`config.mk`:
```
export PLATFORM = sky130hd
export DESIGN_NAME = tt_uframe_sched
export DESIGN_NICKNAME = d
export VERILOG_FILES = /design/src/rtl/tt_sched_pkg.sv /design/src/rtl/tt_sched_fifo.sv /design/src/rtl/tt_sched_pick.sv /design/src/rtl/tt_uframe_sched.sv
export SDC_FILE = /design/constraint.sdc
export NUM_CORES = 1
export LEC_CHECK = 0
export ABC_AREA = 1
export BUFFER_PORTS_ARGS = -buffer_cell sky130_fd_sc_hd__buf_2
export CAP_MARGIN = 10
export CORE_ASPECT_RATIO = 0.75
export CORE_UTILIZATION = 56
export CTS_BUF_LIST = sky130_fd_sc_hd__clkbuf_4
export DETAILED_ROUTE_END_ITERATION = 7
export GPL_ROUTABILITY_DRIVEN = 1
export GPL_TIMING_DRIVEN = 0
export PLACE_DENSITY = 0.88
export SYNTH_ARGS = -nofsm -noshare
export SYNTH_HDL_FRONTEND = slang
export SYNTH_SLANG_ARGS = --single-unit
export TNS_END_PERCENT = 1
```
`constraint.sdc`:
```
create_clock -name clk -period 2.9 [get_ports clk]
set_input_delay 0.435 -clock clk [delete_from_list [all_inputs] [get_ports clk]]
set_output_delay 0.435 -clock clk [all_outputs]
set_load 0.1 [all_outputs]
```
`src/rtl/tt_sched_pkg.sv`:
```
package tt_sched_pkg;
  localparam int unsigned ID_W_DEF  = 8;
  localparam int unsigned TAG_W_DEF = 3;
  localparam int unsigned DUR_W_DEF = 14;
  localparam int unsigned MPS_W_DEF = 11;
  localparam int unsigned MPS_LIMIT = 1023;

  typedef enum logic [1:0] {
    S_IDLE  = 2'd0,
    S_OFFER = 2'd1,
    S_WAIT  = 2'd2
  } sched_state_e;
endpackage

```
`src/rtl/tt_sched_fifo.sv`:
```
module tt_sched_fifo #(
  parameter int unsigned W     = 8,
  parameter int unsigned DEPTH = 8,
  localparam int unsigned AW   = $clog2(DEPTH),
  localparam int unsigned CW   = AW + 1
) (
  input  logic          clk,
  input  logic          rst,
  input  logic          flush,
  input  logic          push,
  input  logic [W-1:0]  din,
  input  logic          pop,
  output logic [W-1:0]  dout,
  output logic [CW-1:0] count,
  output logic          full,
  output logic          empty
);
  logic [W-1:0]  mem [DEPTH];
  logic [AW-1:0] wr_q, rd_q;
  logic [CW-1:0] cnt_q;

  // storage without reset so it maps onto RAM
  always_ff @(posedge clk) begin
    if (push) mem[wr_q] <= din;
  end

  always_ff @(posedge clk) begin
    if (rst) begin
      wr_q  <= '0;
      rd_q  <= '0;
      cnt_q <= '0;
    end else begin
      wr_q <= wr_q + AW'(push);
      if (flush) begin
        rd_q  <= wr_q;
        cnt_q <= CW'(push);
      end else begin
        rd_q  <= rd_q + AW'(pop);
        cnt_q <= cnt_q + CW'(push) - CW'(pop);
      end
    end
  end

  assign dout  = mem[rd_q];
  assign count = cnt_q;
  assign full  = (cnt_q == CW'(DEPTH));
  assign empty = (cnt_q == '0);
endmodule

```
`src/rtl/tt_sched_pick.sv`:
```
module tt_sched_pick #(
  parameter int unsigned TAG_W = 3,
  parameter int unsigned DUR_W = 14
) (
  input  logic             started,
  input  logic             idle,
  input  logic             sof,
  input  logic             per_empty,
  input  logic [TAG_W-1:0] per_tag_h,
  input  logic [TAG_W-1:0] uframe,
  input  logic             asy_empty,
  input  logic [DUR_W-1:0] asy_dur_h,
  input  logic [DUR_W-1:0] time_left,
  output logic             take_per,
  output logic             take_asy
);
  logic may_start;

  always_comb begin
    may_start = started && idle && !sof;
    take_per  = may_start && !per_empty && (per_tag_h <= uframe);
    take_asy  = may_start && per_empty && !asy_empty && (asy_dur_h <= time_left);
  end
endmodule

```
`src/rtl/tt_uframe_sched.sv`:
```
module tt_uframe_sched
  import tt_sched_pkg::*;
#(
  parameter int unsigned DEPTH   = 8,
  parameter int unsigned ID_W    = ID_W_DEF,
  parameter int unsigned TAG_W   = TAG_W_DEF,
  parameter int unsigned DUR_W   = DUR_W_DEF,
  parameter int unsigned MPS_W   = MPS_W_DEF,
  parameter int unsigned MPS_MAX = MPS_LIMIT
) (
  input  logic             clk,
  input  logic             rst,
  input  logic             sof,
  input  logic             uf_tick,
  input  logic [DUR_W-1:0] time_left,
  input  logic             per_valid,
  output logic             per_ready,
  input  logic [ID_W-1:0]  per_id,
  input  logic [TAG_W-1:0] per_tag,
  input  logic [MPS_W-1:0] per_mps,
  input  logic             asy_valid,
  output logic             asy_ready,
  input  logic [ID_W-1:0]  asy_id,
  input  logic [DUR_W-1:0] asy_dur,
  input  logic [MPS_W-1:0] asy_mps,
  output logic             iss_valid,
  input  logic             iss_ready,
  output logic [ID_W-1:0]  iss_id,
  output logic             iss_periodic,
  input  logic             cmp_valid,
  input  logic [1:0]       cmp_status,
  output logic             hs_valid,
  output logic [ID_W-1:0]  hs_id,
  output logic             hs_periodic,
  output logic [1:0]       hs_status,
  output logic [1:0]       enq_rej,
  output logic             frame_missed,
  output logic [TAG_W-1:0] bus_uframe
);
  localparam int unsigned PW = ID_W + TAG_W;
  localparam int unsigned AW = ID_W + DUR_W;
  localparam int unsigned CW = $clog2(DEPTH) + 1;

  sched_state_e state_q;
  logic         started_q;
  logic [TAG_W-1:0] uf_q;

  logic per_bad, asy_bad, per_push, asy_push;
  logic take_per, take_asy;
  logic [PW-1:0] per_dout;
  logic [AW-1:0] asy_dout;
  logic [CW-1:0] per_cnt, asy_cnt;
  logic per_full, per_empty, asy_full, asy_empty;
  logic [TAG_W-1:0] per_tag_h;
  logic [ID_W-1:0]  per_id_h, asy_id_h;
  logic [DUR_W-1:0] asy_dur_h;

  assign per_ready = !per_full;
  assign asy_ready = !asy_full;
  assign per_bad   = per_valid && per_ready && (per_mps > MPS_W'(MPS_MAX));
  assign asy_bad   = asy_valid && asy_ready && (asy_mps > MPS_W'(MPS_MAX));
  assign per_push  = per_valid && per_ready && !per_bad;
  assign asy_push  = asy_valid && asy_ready && !asy_bad;

  tt_sched_fifo #(.W(PW), .DEPTH(DEPTH)) u_per_q (
    .clk(clk), .rst(rst), .flush(sof),
    .push(per_push), .din({per_id, per_tag}), .pop(take_per),
    .dout(per_dout), .count(per_cnt), .full(per_full), .empty(per_empty)
  );

  tt_sched_fifo #(.W(AW), .DEPTH(DEPTH)) u_asy_q (
    .clk(clk), .rst(rst), .flush(1'b0),
    .push(asy_push), .din({asy_id, asy_dur}), .pop(take_asy),
    .dout(asy_dout), .count(asy_cnt), .full(asy_full), .empty(asy_empty)
  );

  assign per_tag_h = per_dout[TAG_W-1:0];
  assign per_id_h  = per_dout[PW-1:TAG_W];
  assign asy_dur_h = asy_dout[DUR_W-1:0];
  assign asy_id_h  = asy_dout[AW-1:DUR_W];

  tt_sched_pick #(.TAG_W(TAG_W), .DUR_W(DUR_W)) u_pick (
    .started(started_q), .idle(state_q == S_IDLE), .sof(sof),
    .per_empty(per_empty), .per_tag_h(per_tag_h), .uframe(uf_q),
    .asy_empty(asy_empty), .asy_dur_h(asy_dur_h), .time_left(time_left),
    .take_per(take_per), .take_asy(take_asy)
  );

  always_ff @(posedge clk) begin
    if (rst) begin
      state_q      <= S_IDLE;
      started_q    <= 1'b0;
      uf_q         <= '0;
      iss_valid    <= 1'b0;
      iss_id       <= '0;
      iss_periodic <= 1'b0;
      hs_valid     <= 1'b0;
      hs_id        <= '0;
      hs_periodic  <= 1'b0;
      hs_status    <= '0;
      enq_rej      <= '0;
      frame_missed <= 1'b0;
    end else begin
      enq_rej  <= {asy_bad, per_bad};
      hs_valid <= 1'b0;
      if (sof) begin
        started_q    <= 1'b1;
        uf_q         <= '0;
        frame_missed <= !per_empty;
      end else if (uf_tick && (uf_q != {TAG_W{1'b1}})) begin
        uf_q <= uf_q + 1'b1;
      end
      unique case (state_q)
        S_IDLE: if (take_per || take_asy) begin
          state_q      <= S_OFFER;
          iss_valid    <= 1'b1;
          iss_id       <= take_per ? per_id_h : asy_id_h;
          iss_periodic <= take_per;
        end
        S_OFFER: if (iss_ready) begin
          state_q   <= S_WAIT;
          iss_valid <= 1'b0;
        end
        S_WAIT: if (cmp_valid) begin
          state_q     <= S_IDLE;
          hs_valid    <= 1'b1;
          hs_id       <= iss_id;
          hs_periodic <= iss_periodic;
          hs_status   <= cmp_status;
        end
        default: state_q <= S_IDLE;
      endcase
    end
  end

  assign bus_uframe = uf_q;
endmodule

```
Yosys cells after proc, flatten, opt, wreduce, memory -nomap -nowiden
Memories as Yosys holds them, arrays and structs flattened. A register that Yosys moved wholly into a read port is not among the register bits.
Cells that the tools add are included.
{"block": "word_totals", "regBits": 51, "mem_bits_rw": 264, "in_bits": 79, "out_inout_bits": 30, "mem_count": 2}
{"name": "u_asy_q.mem", "depth": 8, "width": 22, "read_ports": 1, "rd_clocked_by_memory_dff": 1, "write_ports": 1, "line_no": "tt_sched_fifo.sv:18", "rtl": "logic [W-1:0] mem [DEPTH];"}
{"name": "u_per_q.mem", "depth": 8, "width": 11, "read_ports": 1, "rd_clocked_by_memory_dff": 1, "write_ports": 1, "line_no": "tt_sched_fifo.sv:18"}
{"block": "op_classes", "n_addsub": 9, "order_cmp": 4, "eq_ne": 8, "muxes": 17, "bitwise_logic": 1, "reduce_logical": 32}
{"operator": "$gt 11x10->1 const B", "n": 2}
{"operator": "$le 14x14->1", "n": 1}
{"operator": "$logic_and 1x1->1", "n": 14}
{"operator": "$add 3x1->3", "n": 4}
{"operator": "$mux 3", "n": 3}
{"operator": "$add 4x1->4", "n": 2}
{"operator": "$eq 4x4->1 const B", "n": 2}
{"operator": "$logic_not 4->1", "n": 2}
{"operator": "$mux 1", "n": 8}
{"operator": "$mux 8", "n": 1}
{"operator": "$sub 4x1->4", "n": 2}
{"operator": "$logic_not 1->1", "n": 7}
{"operator": "$mux 2", "n": 3}
{"operator": "$ne 2x2->1 const B", "n": 3}
{"operator": "$pmux 2 s3", "n": 1}
{"operator": "$reduce_and 3->1", "n": 2}
{"operator": "$reduce_and 2->1", "n": 2}
{"operator": "$reduce_or 2->1", "n": 2}
{"operator": "$add 3x1->3 const B", "n": 1}
{"operator": "$le 3x3->1", "n": 1}
{"operator": "$ne 3x3->1 const B", "n": 1}
{"operator": "$eq 2x1->1 const B", "n": 1}
{"operator": "$eq 2x2->1 const B", "n": 1}
{"operator": "$logic_not 2->1", "n": 1}
{"operator": "4 further kinds", "n": 4}

Longest topological paths before layout
Gate-level depths: netlist (run 1).
{"block": "depth", "depth_word": 9, "mapped_depth": 27}

By module
Synthesis (run 1) repeated with hierarchy kept, for this count alone.
{"block": "unflattened", "hier_cells": 1573, "hier_area_um2": 14606.5}
{"mod": "tt_sched_fifo at u_asy_q", "n_inst": 1, "cells_each": 841, "area_per_inst_um2": 8266.7, "seq_area_each_um2": 5485.3}
{"mod": "tt_sched_fifo at u_per_q", "n_inst": 1, "cells_each": 460, "area_per_inst_um2": 4466.8, "seq_area_each_um2": 2842.7}
{"mod": "tt_uframe_sched", "n_inst": 1, "cells_each": 188, "area_per_inst_um2": 1382.6, "seq_area_each_um2": 620.6}
{"mod": "tt_sched_pick", "n_inst": 1, "cells_each": 84, "area_per_inst_um2": 490.5, "seq_area_each_um2": 0.0}

Worst setup path before layout (run 1)
Ideal clock, no wire load.
{"block": "synth_timing", "path_type": "register -> register", "from": "reg u_asy_q.rd_q[0] (netlist name)", "to": "reg u_asy_q.cnt_q[2] (netlist: u_asy_q.count[2])", "arrival_ps": 3127, "slack_ps": -355, "stages_incl_launch_ff": 25, "n_path_buf": 4, "synth_period_minus_slack_ps": 3255, "path_cell_list": "dfxtp_1 -> buf_6 -> inv_4 -> buf_4 -> buf_2 -> o21ai_0 -> a31oi_1 -> ha_1 -> nand2_2 -> nor2_4 -> inv_2 -> nor2_4 -> nand2_1 -> nand2_1 -> nand2_1 -> nand2_2 -> buf_6 -> inv_1 -> ha_1 -> inv_1 -> ha_1 -> inv_1 -> fa_1 -> xor2_1 -> nor2_1"}
{"item": "to (signal assigned)", "line_no": "tt_sched_fifo.sv:36", "rtl": "cnt_q <= CW'(push);"}
{"item": "to (signal assigned)", "line_no": "tt_sched_fifo.sv:39", "rtl": "cnt_q <= cnt_q + CW'(push) - CW'(pop);"}
{"item": "to (decl)", "line_no": "tt_sched_fifo.sv:20", "rtl": "logic [CW-1:0] cnt_q;"}

==> results of run 1 <==
## synthesized netlist by cell type, types with 9 or more instances
master | instances | area (um^2)
edfxtp_1 | 264 | 7930
inv_1 | 82 | 308
nand3_1 | 9 | 45.0
o21ai_1 | 64 | 320
a31oi_1 | 15 | 93.8
buf_4 | 9 | 67.6
clkbuf_1 | 13 | 48.8
dfxtp_1 | 51 | 1020
a21oi_1 | 21 | 105
nor2_1 | 293 | 1100
nand2_1 | 164 | 616
a21oi_2 | 9 | 78.8
ha_1 | 39 | 488
o22ai_1 | 18 | 113
buf_2 | 15 | 75.1
nand3_2 | 10 | 100
o21ai_0 | 89 | 445
buf_6 | 17 | 191
## cells by family (layout without fill, tap and decap cells)
family                   Yosys count  after routing  synth area share, %
other                              0              2                    0
AO/OA/AOI/OAI                    222            222                 8.95
XOR/XNOR                           5              5                0.326
flip-flops                       315            315                 66.6
AND/OR/NAND/NOR                  488            488                 14.7
adder cells (fa/ha/maj)           41             41                 3.93
buffers and inverters            146            409                 5.55
## through the flow
step / hold WS, ns / instances / utilization [%] / power [W]
6_report: 0.0220 / 1782 / 69.5 / 0.0104
5_1_grt: -0.000580 / 1782 / 69.5 / 0.0107
4_1_cts: 0.0000724 / 1777 / 68.9 / 0.0102
3_5_place_dp: 0.435 / 1612 / 62.3 / 0.00644
3_3_place_gp: 0.430 / 1604 / 61.5 / 0.00636
2_1_floorplan: 0.481 / 1217 / - / 0.00606
## final cells by class
| type | instances | area, um^2 | area share (%) |
|---|---|---|---|
| Tap cell | 300 | 375 | 2.32 |
| Inverter | 89 | 372 | 2.29 |
| Sequential cell | 315 | 8950 | 55.3 |
| Antenna cell | 2 | 5.00 | 0.0309 |
| Clock buffer | 102 | 766 | 4.73 |
| Timing Repair Buffer | 138 | 1060 | 6.53 |
| Buffer | 56 | 547 | 3.38 |
| Multi-Input combinational cell | 756 | 3920 | 24.2 |
| Clock inverter | 24 | 206 | 1.27 |
## worst max-delay path, cell delays in order (launching register included)
cell and delay, ns:
dfxtp_2 0.35, buf_8 0.16, clkinv_8 0.12, buf_4 0.21, nor2_1 0.13, o21ai_0 0.13
a31oi_1 0.23, ha_1 0.30, nand2_1 0.14, nor2_1 0.08, nand2_1 0.12, nand3_1 0.11
nand2_1 0.10, nand2_2 0.07, nand2_2 0.11, nand2_2 0.08, buf_8 0.13, inv_4 0.05
ha_4 0.19, inv_2 0.06, ha_4 0.12, inv_2 0.04, fa_2 0.34, xor2_1 0.15
nor2_1 0.05
## power breakdown
group	internal [W]	leakage, nW	total, W	switching (W)
Combinational	0.000503	3.06	0.00151	0.00100
Clock	0.00199	0.565	0.00378	0.00180
Sequential	0.00502	2.80	0.00508	0.0000583
## flip-flops by register name, indices dropped and copies added (netlist names)
register,flops
iss_id,8
u_per_q.rd_q,3
u_per_q.mem,88
hs_id,8
u_asy_q.rd_q,3
hs_status,2
u_per_q.wr_q,3
iss_periodic,1
frame_missed,1
iss_valid,1
bus_uframe,3
u_asy_q.count,4
u_asy_q.mem,176
started_q,1
enq_rej,2
u_asy_q.wr_q,3
hs_valid,1
u_per_q.count,4
hs_periodic,1
state_q,2
## per-layer routing
| metal | share of wire (%) | up-vias | global-route usage (%) |
|---|---|---|---|
| met5 | 0 | - | 0 |
| met4 | 5.0 | 0 | 15.5 |
| met3 | 11 | 202 | 5.81 |
| met2 | 48 | 788 | 47.3 |
| met1 | 36 | 4973 | 35.8 |
| li1 | - | 4624 | - |
## what timing repair did
action                                  4_1_cts  5_1_grt
endpoints found under the setup margin       25       24
hold buffers                                 28        1
pin swaps                                    19        8
endpoints found under the hold margin       129        2
buffers inserted                             11        2
cloned                                        1        0
gates resized for setup                      52       29
## final timing paths
kind	start	endpoint	cells after the start
hold / removal	asy_dur[2]	u_asy_q.mem[0][2]	1
hold reg to reg	hs_id[5]	hs_id[5]	2
setup reg to reg	u_asy_q.rd_q[1]	u_asy_q.count[2]	24
setup / recovery	u_asy_q.rd_q[1]	u_asy_q.count[2]	24
==> impl_metrics.json, run 1 <==
{
  "status": "finished with violations",
  "violations": "negative setup slack",
  "clk_pin_slew_ns": 0.08,
  "syn2layout_area_growth_pct": 20.5,
  "drt_first_pass_iters": 6,
  "via_per_inst": 5.94,
  "fin_area_um2": 16200,
  "drc": 0,
  "crit_type": "flop to flop",
  "grt_max_degree": 18,
  "drive_gt1_share_pct": 23.3,
  "clockBufferDepth": 3,
  "ys_seq_area_share_pct": 66.6,
  "layout.cells.most_common_list": "282 x nor2_1, 264 x edfxtp_1, 162 x nand2_1",
  "ys_warn_count": 0,
  "relSlewSlack_pct": 14.6,
  "drv_cap": 0,
  "p_leak_nw": 6.42,
  "antenna_found_initial": 3,
  "synthArstFlopShare_pct": 0,
  "hp-class": "input pin to flop",
  "fin_ws_ns": -0.846,
  "placed_cell_area_um2": 14500,
  "via_count": 10600,
  "numCtsBuffers": 73,
  "synth_nets": 1337,
  "cts_htree_levels": 3,
  "power_density_nw_per_um2": 640,
  "place_ws_ns": -1.03,
  "peakVddDrop_v": 0.000348,
  "drt-total-wl_um": 36200,
  "final_max_slew_viol_count": 0,
  "postRouteAntennaNets": 0,
  "finClkSkew_ns": 0.0602,
  "grt_overflow": 0,
  "rrSetupSlack_ns": -0.85,
  "hold_viol_final": 0,
  "avgSynthCellArea_um2": 11.0,
  "ys_ff_latch": 315,
  "synth_edf_count": 264,
  "ys.flop_type": "edfxtp_1",
  "critPathLaunchType": "flop",
  "clk_latency_ns": 0.70,
  "grt_pass1_vias": 10300,
  "die_y_um": 136,
  "worstMarginPinSlew_ns": 1.28,
  "synth_cell_type_count": 35,
  "period_share_pct": 129,
  "fp-row-count": 48,
  "end_kind": "flop",
  "rsz0062_at_grt": "true",
  "die_area_um2": 24600,
  "clkSinkCount": 315,
  "required_ns": 3.44,
  "finalSetupViolCount": 24,
  "coreArea_um2": 23300,
  "arrival_ns": 4.29,
  "dp_hpwl_um": 20900,
  "wire_per_inst_um": 20.3,
  "drtIter0Drc": 1501,
  "syn_area_um2": 13400,
  "nets": 1549,
  "syn_inst": 1217,
  "grt_pass1_wl_um": 53400,
  "critPathMaxFanout": 17,
  "fillerInstances": 1452,
  "num_io_pins": 109,
  "max_clock_freq_mhz": 267,
  "cts_root_buffer": "clkbuf_4",
  "final_common_cell": "nor2_1",
  "gp_congestion": 0.848,
  "grt_usage_pct": 28.6,
  "final.setup.tns_ns": -8.17,
  "portBuffers": 87,
  "start_util_pct": 57.7,
  "fin_crit_ns": 3.75,
  "cts_tree": "done",
  "die_x_um": 181
}
No activity file was read; power rests on OpenSTA's default activity.
==> run 2: changes to the inputs <==
Settings changed: ABC_AREA 1 to 0, PLACE_DENSITY 0.88 to 0.89.
==> run 2 against run 1 <==
The flow still finishes with violations (negative setup slack). Non-clock buffer count down 20. Setup slack worse by 0.52 ns. Register-to-register slack worse by 0.52 ns. Cell count down 27%. Flip-flop and latch count unchanged. Largest power group unchanged. Synthesized cell count down 40%. Fmax down 12%.
==> impl_metrics.json, run 2 <==
{
  "layout.cells.most_common_list": "264 x edfxtp_1, 111 x clkbuf_4, 88 x buf_2",
  "final_cells": 1304,
  "cts_root_buffer": "clkbuf_4",
  "syn_inst": 729,
  "largest_reg_flops": 176,
  "max_clock_freq_mhz": 235,
  "ys_seq_area_share_pct": 70.0,
  "critPathLaunchType": "flop",
  "rrSetupSlack_ns": -1.36,
  "drtIter0Drc": 879,
  "coreArea_um2": 22200,
  "ys.flop_type": "edfxtp_1",
  "synth_most_common_cell": "edfxtp_1",
  "synthArstFlopShare_pct": 0,
  "p_clk_share_pct": 37.3,
  "arrival_ns": 4.80,
  "final_common_cell": "edfxtp_1",
  "finClkSkew_ns": 0.0494,
  "synth_nets": 849,
  "synth_top_area_share_pct": 62.0,
  "via_per_inst": 6.20,
  "ys_ff_latch": 315,
  "drt-total-wl_um": 33600,
  "dp_hpwl_um": 17700,
  "worstMarginPinSlew_ns": 1.22,
  "synthTopCellsByArea": "edfxtp_1 62%, mux4_2 8.8%, dfxtp_1 8.0%, mux2i_1 4.4%, ha_1 3.8%",
  "power.internal_w": 0.00735,
  "final_max_slew_viol_count": 0,
  "period_share_pct": 147,
  "avgSynthCellArea_um2": 17.5,
  "status": "finished with violations",
  "drt_first_pass_iters": 7,
  "grt_max_degree": 23,
  "power_density_nw_per_um2": 639,
  "required_ns": 3.44,
  "fin_area_um2": 15600,
  "cts_tree": "done",
  "finalSetupViolCount": 25,
  "wire_per_inst_um": 25.8,
  "critPathMaxFanout": 6,
  "drv_cap": 0,
  "ys_top_cells_by_count": "264 x edfxtp_1, 63 x nor2_1, 56 x mux2i_1",
  "antenna_found_initial": 4,
  "largest-register": "u_asy_q.mem",
  "cp_cell_sequence": "buf_12, buf_12, mux4_2, mux2_2, ha_1, nand4_1, buf_4, nor3_2, nor3b_2, a2bb2oi_4, nor2_4, ha_4, inv_4, ha_4, inv_2, fa_2, nor2_2",
  "crit_type": "flop to flop",
  "grt_overflow": 0,
  "syn_area_um2": 12800,
  "switchingPower_w": 0.00260,
  "postRouteAntennaNets": 0,
  "numCtsBuffers": 74,
  "drive_gt1_share_pct": 38.1,
  "nets": 1070,
  "power.share.combinational_pct": 11.8,
  "grt_pass1_wl_um": 46400,
  "cts_htree_levels": 3,
  "die_y_um": 133,
  "p_leak_nw": 5.62,
  "start_util_pct": 57.5,
  "synth_edf_count": 264,
  "portBuffers": 86,
  "largestRegisters": "u_asy_q.mem (176), u_per_q.mem (88)",
  "die_area_um2": 23400,
  "synth_top_cell_by_area": "edfxtp_1",
  "fin_ws_ns": -1.36,
  "syn2layout_area_growth_pct": 21.9,
  "placed_cells": 1117,
  "violations": "negative setup slack",
  "fp-row-count": 47,
  "ys_warn_count": 0,
  "end_kind": "flop",
  "fillerInstances": 1272,
  "peakVddDrop_v": 0.000350,
  "grt_usage_pct": 27.1,
  "clkSinkCount": 315,
  "via_count": 8080,
  "slowest_stage": "mux4_2",
  "hold_viol_final": 0,
  "relSlewSlack_pct": 18.3,
  "synth_cell_type_count": 42,
  "gp_congestion": 0.762,
  "num_io_pins": 109,
  "post-route-util_pct": 70.1,
  "clockBufferDepth": 3,
  "placed_cell_area_um2": 13800,
  "slowest_delay_ns": 0.53,
  "grt_pass1_vias": 8046,
  "die_x_um": 176,
  "fin_crit_ns": 4.26,
  "drc": 0,
  "rsz0062_at_grt": "true",
  "place_ws_ns": -1.86,
  "pwr-share-seq_pct": 50.9,
  "clk_pin_slew_ns": 0.10,
  "clk_latency_ns": 0.71,
  "hp-class": "input pin to flop",
  "p_sw_share_pct": 26.1
}
## run 2: repair_timing
item,in CTS,in global routing
gates cloned,1,0
endpoints found under the hold margin,98,24
buffers inserted,20,3
gates resized for setup,47,20
pin swaps,12,5
hold buffers,18,7
setup endpoints to repair,25,25
## run 2: stage by stage
stage	hold slack, ns	TNS [ns]	power [W]
6_report	0.0146	-20.47	0.00995
5_1_grt	-0.0105	-22.31	0.0102
4_1_cts	0.0000687	-16.14	0.00972
3_5_place_dp	0.454	-30.15	0.00609
3_3_place_gp	0.443	-172.48	0.00602
2_1_floorplan	0.442	-82.71	0.00579
## run 2: path summary, 6_finish.rpt
check | from | depth (start not counted) | endpoint
max | u_asy_q.rd_q[0] | 17 | u_asy_q.count[1]
min | per_id[4] | 1 | u_per_q.mem[1][7]
max reg2reg | u_asy_q.rd_q[0] | 17 | u_asy_q.count[1]
min reg2reg | iss_valid | 2 | iss_valid
## run 2: routing by layer
layer,routed length [um],track usage (%),share of wire (%)
met1,12600,36.0,37
met2,16300,41.9,49
met3,3420,7.01,10
met4,1310,13.2,3.9
met5,10,0,0.030
## run 2: cell type report
| type | instances | area (um^2) | share of cell area, % |
|---|---|---|---|
| antenna | 4 | 10.0 | 0.0643 |
| clock buffer | 111 | 833 | 5.35 |
| buffer | 28 | 285 | 1.83 |
| multi-input combinational | 353 | 3830 | 24.6 |
| inverter | 32 | 123 | 0.787 |
| sequential | 315 | 8950 | 57.5 |
| clock inverter | 21 | 115 | 0.739 |
| tap | 294 | 368 | 2.36 |
| timing repair buffer | 146 | 1060 | 6.82 |
## run 2: kinds of logic after synthesis
| kind of cell | synth area share [%] |
|---|---|
| AND/OR/NAND/NOR | 5.21 |
| XOR/XNOR | 0.617 |
| AO/OA/AOI/OAI | 2.65 |
| multiplexers | 15.2 |
| adder cells (fa/ha/maj) | 4.13 |
| flip-flops | 70.0 |
| buffers and inverters | 2.12 |
## run 2: power groups by stage
stage / registers, W / logic, W / clock network (W)
2_1_floorplan: 0.00524 / 0.000549 / 0
3_3_place_gp: 0.00515 / 0.000866 / 0
3_5_place_dp: 0.00516 / 0.000931 / 0
4_1_cts: 0.00506 / 0.00106 / 0.00361
5_1_grt: 0.00507 / 0.00124 / 0.00394
6_report: 0.00506 / 0.00117 / 0.00371
## run 2: critical path: cells and delay by family, from the launching register on
kind            cells  cell delay, ns
compound gates      1            0.19
fa+ha+maj           4            1.24
buf+inv             5            0.61
flops               1            0.37
mux                 2            0.83
simple gates        5            0.84
==> run 3: changes to the inputs <==
Settings changed: BUFFER_PORTS_ARGS -buffer_cell sky130_fd_sc_hd__buf_2 to not set, CORE_ASPECT_RATIO 0.75 to not set, CORE_UTILIZATION 56 to 57, CTS_BUF_LIST sky130_fd_sc_hd__clkbuf_4 to not set, DONT_BUFFER_PORTS set to 1, PLACE_DENSITY 0.89 to 0.85.
==> run 3 against run 2 <==
The flow still finishes with violations (negative setup slack). Clock skew down 0.038 ns. Clock power rose by 4%. Fmax grew 6.5%. First-iteration DRC count shrank 12%. Sequential power is 2% higher. Critical path depth up 1. Design area down 2.0%. Global-route usage fell by 1.5 points. Via count is 12% lower. Clock-buffer cell count down 74. Largest cell class unchanged. Highest routed layer unchanged.
==> impl_metrics.json, run 3 (same netlist as run 2, synthesis figures left out) <==
{
  "status": "finished with violations",
  "violations": "negative setup slack",
  "rr_endpoint": "u_asy_q.count[3]",
  "holdPathEnd": "hs_status[0]",
  "final_cells": 1130,
  "crit_type": "flop to flop",
  "placed_cells": 1017,
  "grt_max_degree": 23,
  "n_antenna_cell": 0,
  "fp-row-count": 54,
  "num_io_pins": 109,
  "slowest_delay_ns": 0.51,
  "cpMostUsedCell": "ha_4",
  "drv_cap": 0,
  "grt_overflow": 0,
  "hold_viol_final": 0,
  "worst_hold_startpoint": "cmp_status[0]",
  "placed_cell_area_um2": 13400,
  "max_clock_freq_mhz": 250,
  "start_util_pct": 58.4,
  "cts_htree_levels": 1,
  "hp-class": "input pin to flop",
  "wire_per_inst_um": 26.9,
  "drc": 0,
  "largestRegisters": "u_asy_q.mem (176), u_per_q.mem (88)",
  "clk_pin_slew_ns": 0.07,
  "postRouteAntennaNets": 0,
  "die_x_um": 152,
  "numCtsBuffers": 30,
  "clkSinkCount": 315,
  "reg2reg_depth": 18,
  "period_share_pct": 138,
  "via_per_inst": 6.32,
  "power_w": 0.0101,
  "via_count": 7139,
  "fin_ws_ns": -1.10,
  "cp_cell_sequence": "buf_12, buf_12, buf_8, mux4_2, mux2_4, ha_4, nand2_2, or3_4, a31o_4, a2bb2oi_4, nor2_4, ha_4, inv_4, ha_4, a21o_1, a21oi_2, xnor2_1, nor2_1",
  "finalSetupViolCount": 25,
  "cts_tree": "done",
  "end_kind": "flop",
  "drt_first_pass_iters": 5,
  "fin_area_um2": 15300,
  "worstMarginPinSlew_ns": 1.11,
  "slowest_stage": "mux4_2",
  "clk_latency_ns": 0.55,
  "arrival_ns": 4.41,
  "finClkSkew_ns": 0.0111,
  "syn2layout_area_growth_pct": 19.5,
  "clockBufferDepth": 3,
  "largest-register": "u_asy_q.mem",
  "timing.rr.start": "u_asy_q.rd_q[0]",
  "grt_usage_pct": 25.6,
  "rrSetupSlack_ns": -1.10,
  "relSlewSlack_pct": 25.9,
  "coreArea_um2": 21900,
  "gp_congestion": 0.807,
  "final_max_slew_viol_count": 0,
  "drtIter0Drc": 770,
  "rsz0062_at_grt": "true",
  "dp_hpwl_um": 16900,
  "portBuffers": 0,
  "die_y_um": 152,
  "grt_pass1_wl_um": 42700,
  "final_common_cell": "edfxtp_1",
  "peakVddDrop_v": 0.000485,
  "p_leak_nw": 5.18,
  "nets": 946,
  "grt_pass1_vias": 7407,
  "drt-total-wl_um": 30500,
  "die_area_um2": 23000,
  "critPathMaxFanout": 5,
  "layout.cells.most_common_list": "264 x edfxtp_1, 56 x mux2i_1, 50 x mux4_2",
  "power_density_nw_per_um2": 659,
  "fin_crit_ns": 4.00,
  "drive_gt1_share_pct": 27.9,
  "hold_depth": 2,
  "largest_reg_flops": 176,
  "antenna_found_initial": 1,
  "critPathLaunchType": "flop",
  "cts_root_buffer": "clkbuf_16",
  "required_ns": 3.30
}
-- run 3: cell types whose count changed in the layout (fill, tap and decap cells not counted), moves of 5 or more --
cell           before  now
dlygate4sd3_1      25   33
buf_2              88    3
clkinv_2            4   10
clkbuf_4          111    0
clkbuf_16           0   31
nor2_2              4   11
clkinv_1           13    5
clkbuf_1            4    9
nor2_1             54   47
-- run 3: stage by stage --
stage / util [%] / hold WS (ns) / setup TNS (ns) / worst slack [ns]
floorplan: - / 0.442 / -82.71 / -0.970
global placement: 60.3 / 0.454 / -342.05 / -2.32
detailed placement: 61.0 / 0.490 / -123.92 / -1.78
CTS: 68.9 / 0.0393 / -15.32 / -1.10
global route: 69.8 / 0.0516 / -21.11 / -1.19
finish: 69.8 / 0.0517 / -16.43 / -1.10
-- run 3: power breakdown --
group / switching (W) / internal, W
clock network: 0.00163 / 0.00224
logic: 0.000560 / 0.000474
registers: 0.000160 / 0.00501
total: 0.00235 / 0.00772
-- run 3: repair_timing --
item                                    4_1_cts  5_1_grt
pin swaps                                    10       13
gates resized for setup                      61       30
hold endpoints to repair                    264        0
buffers inserted                             16        9
cloned                                        1        0
hold buffers                                 33        0
endpoints found under the setup margin      274      103
-- run 3: how the worst max path moves through the flow --
stage                          start                 end  cells after the start
finish               u_asy_q.rd_q[0]    u_asy_q.count[3]                     18
global route         u_asy_q.rd_q[2]    u_asy_q.count[3]                     16
CTS                  u_asy_q.rd_q[0]    u_asy_q.count[1]                     17
detailed placement   u_asy_q.rd_q[2]    u_asy_q.count[2]                     16
global placement    u_asy_q.count[1]  u_asy_q.mem[0][18]                      5
floorplan            u_asy_q.rd_q[0]    u_asy_q.count[1]                     17
-- run 3: layout make-up --
class | instances | area [um^2]
clock buffer | 37 | 808
timing repair buffer | 67 | 666
fill | 1269 | 6620
clock inverter | 19 | 166
tap | 280 | 350
sequential | 315 | 8960
multi-input combinational | 353 | 3940
inverter | 32 | 123
buffer | 27 | 258
-- run 3: critical path, delay by kind of cell, from the launching register on --
kind / cells / cell delay, ns
compound gates: 4 / 0.75
xor+xnor: 1 / 0.13
fa+ha+maj: 3 / 0.77
buf+inv: 4 / 0.40
flops: 1 / 0.41
mux: 2 / 0.81
simple gates: 4 / 0.60
-- run 3: routing by layer --
metal / global-route usage, % / wire [um] / vias to the layer above
met5: 0 / 13 / -
met4: 9.46 / 983 / 2
met3: 4.61 / 2350 / 75
met2: 43.3 / 15700 / 376
met1: 33.2 / 11400 / 3675
li1: - / - / 3011
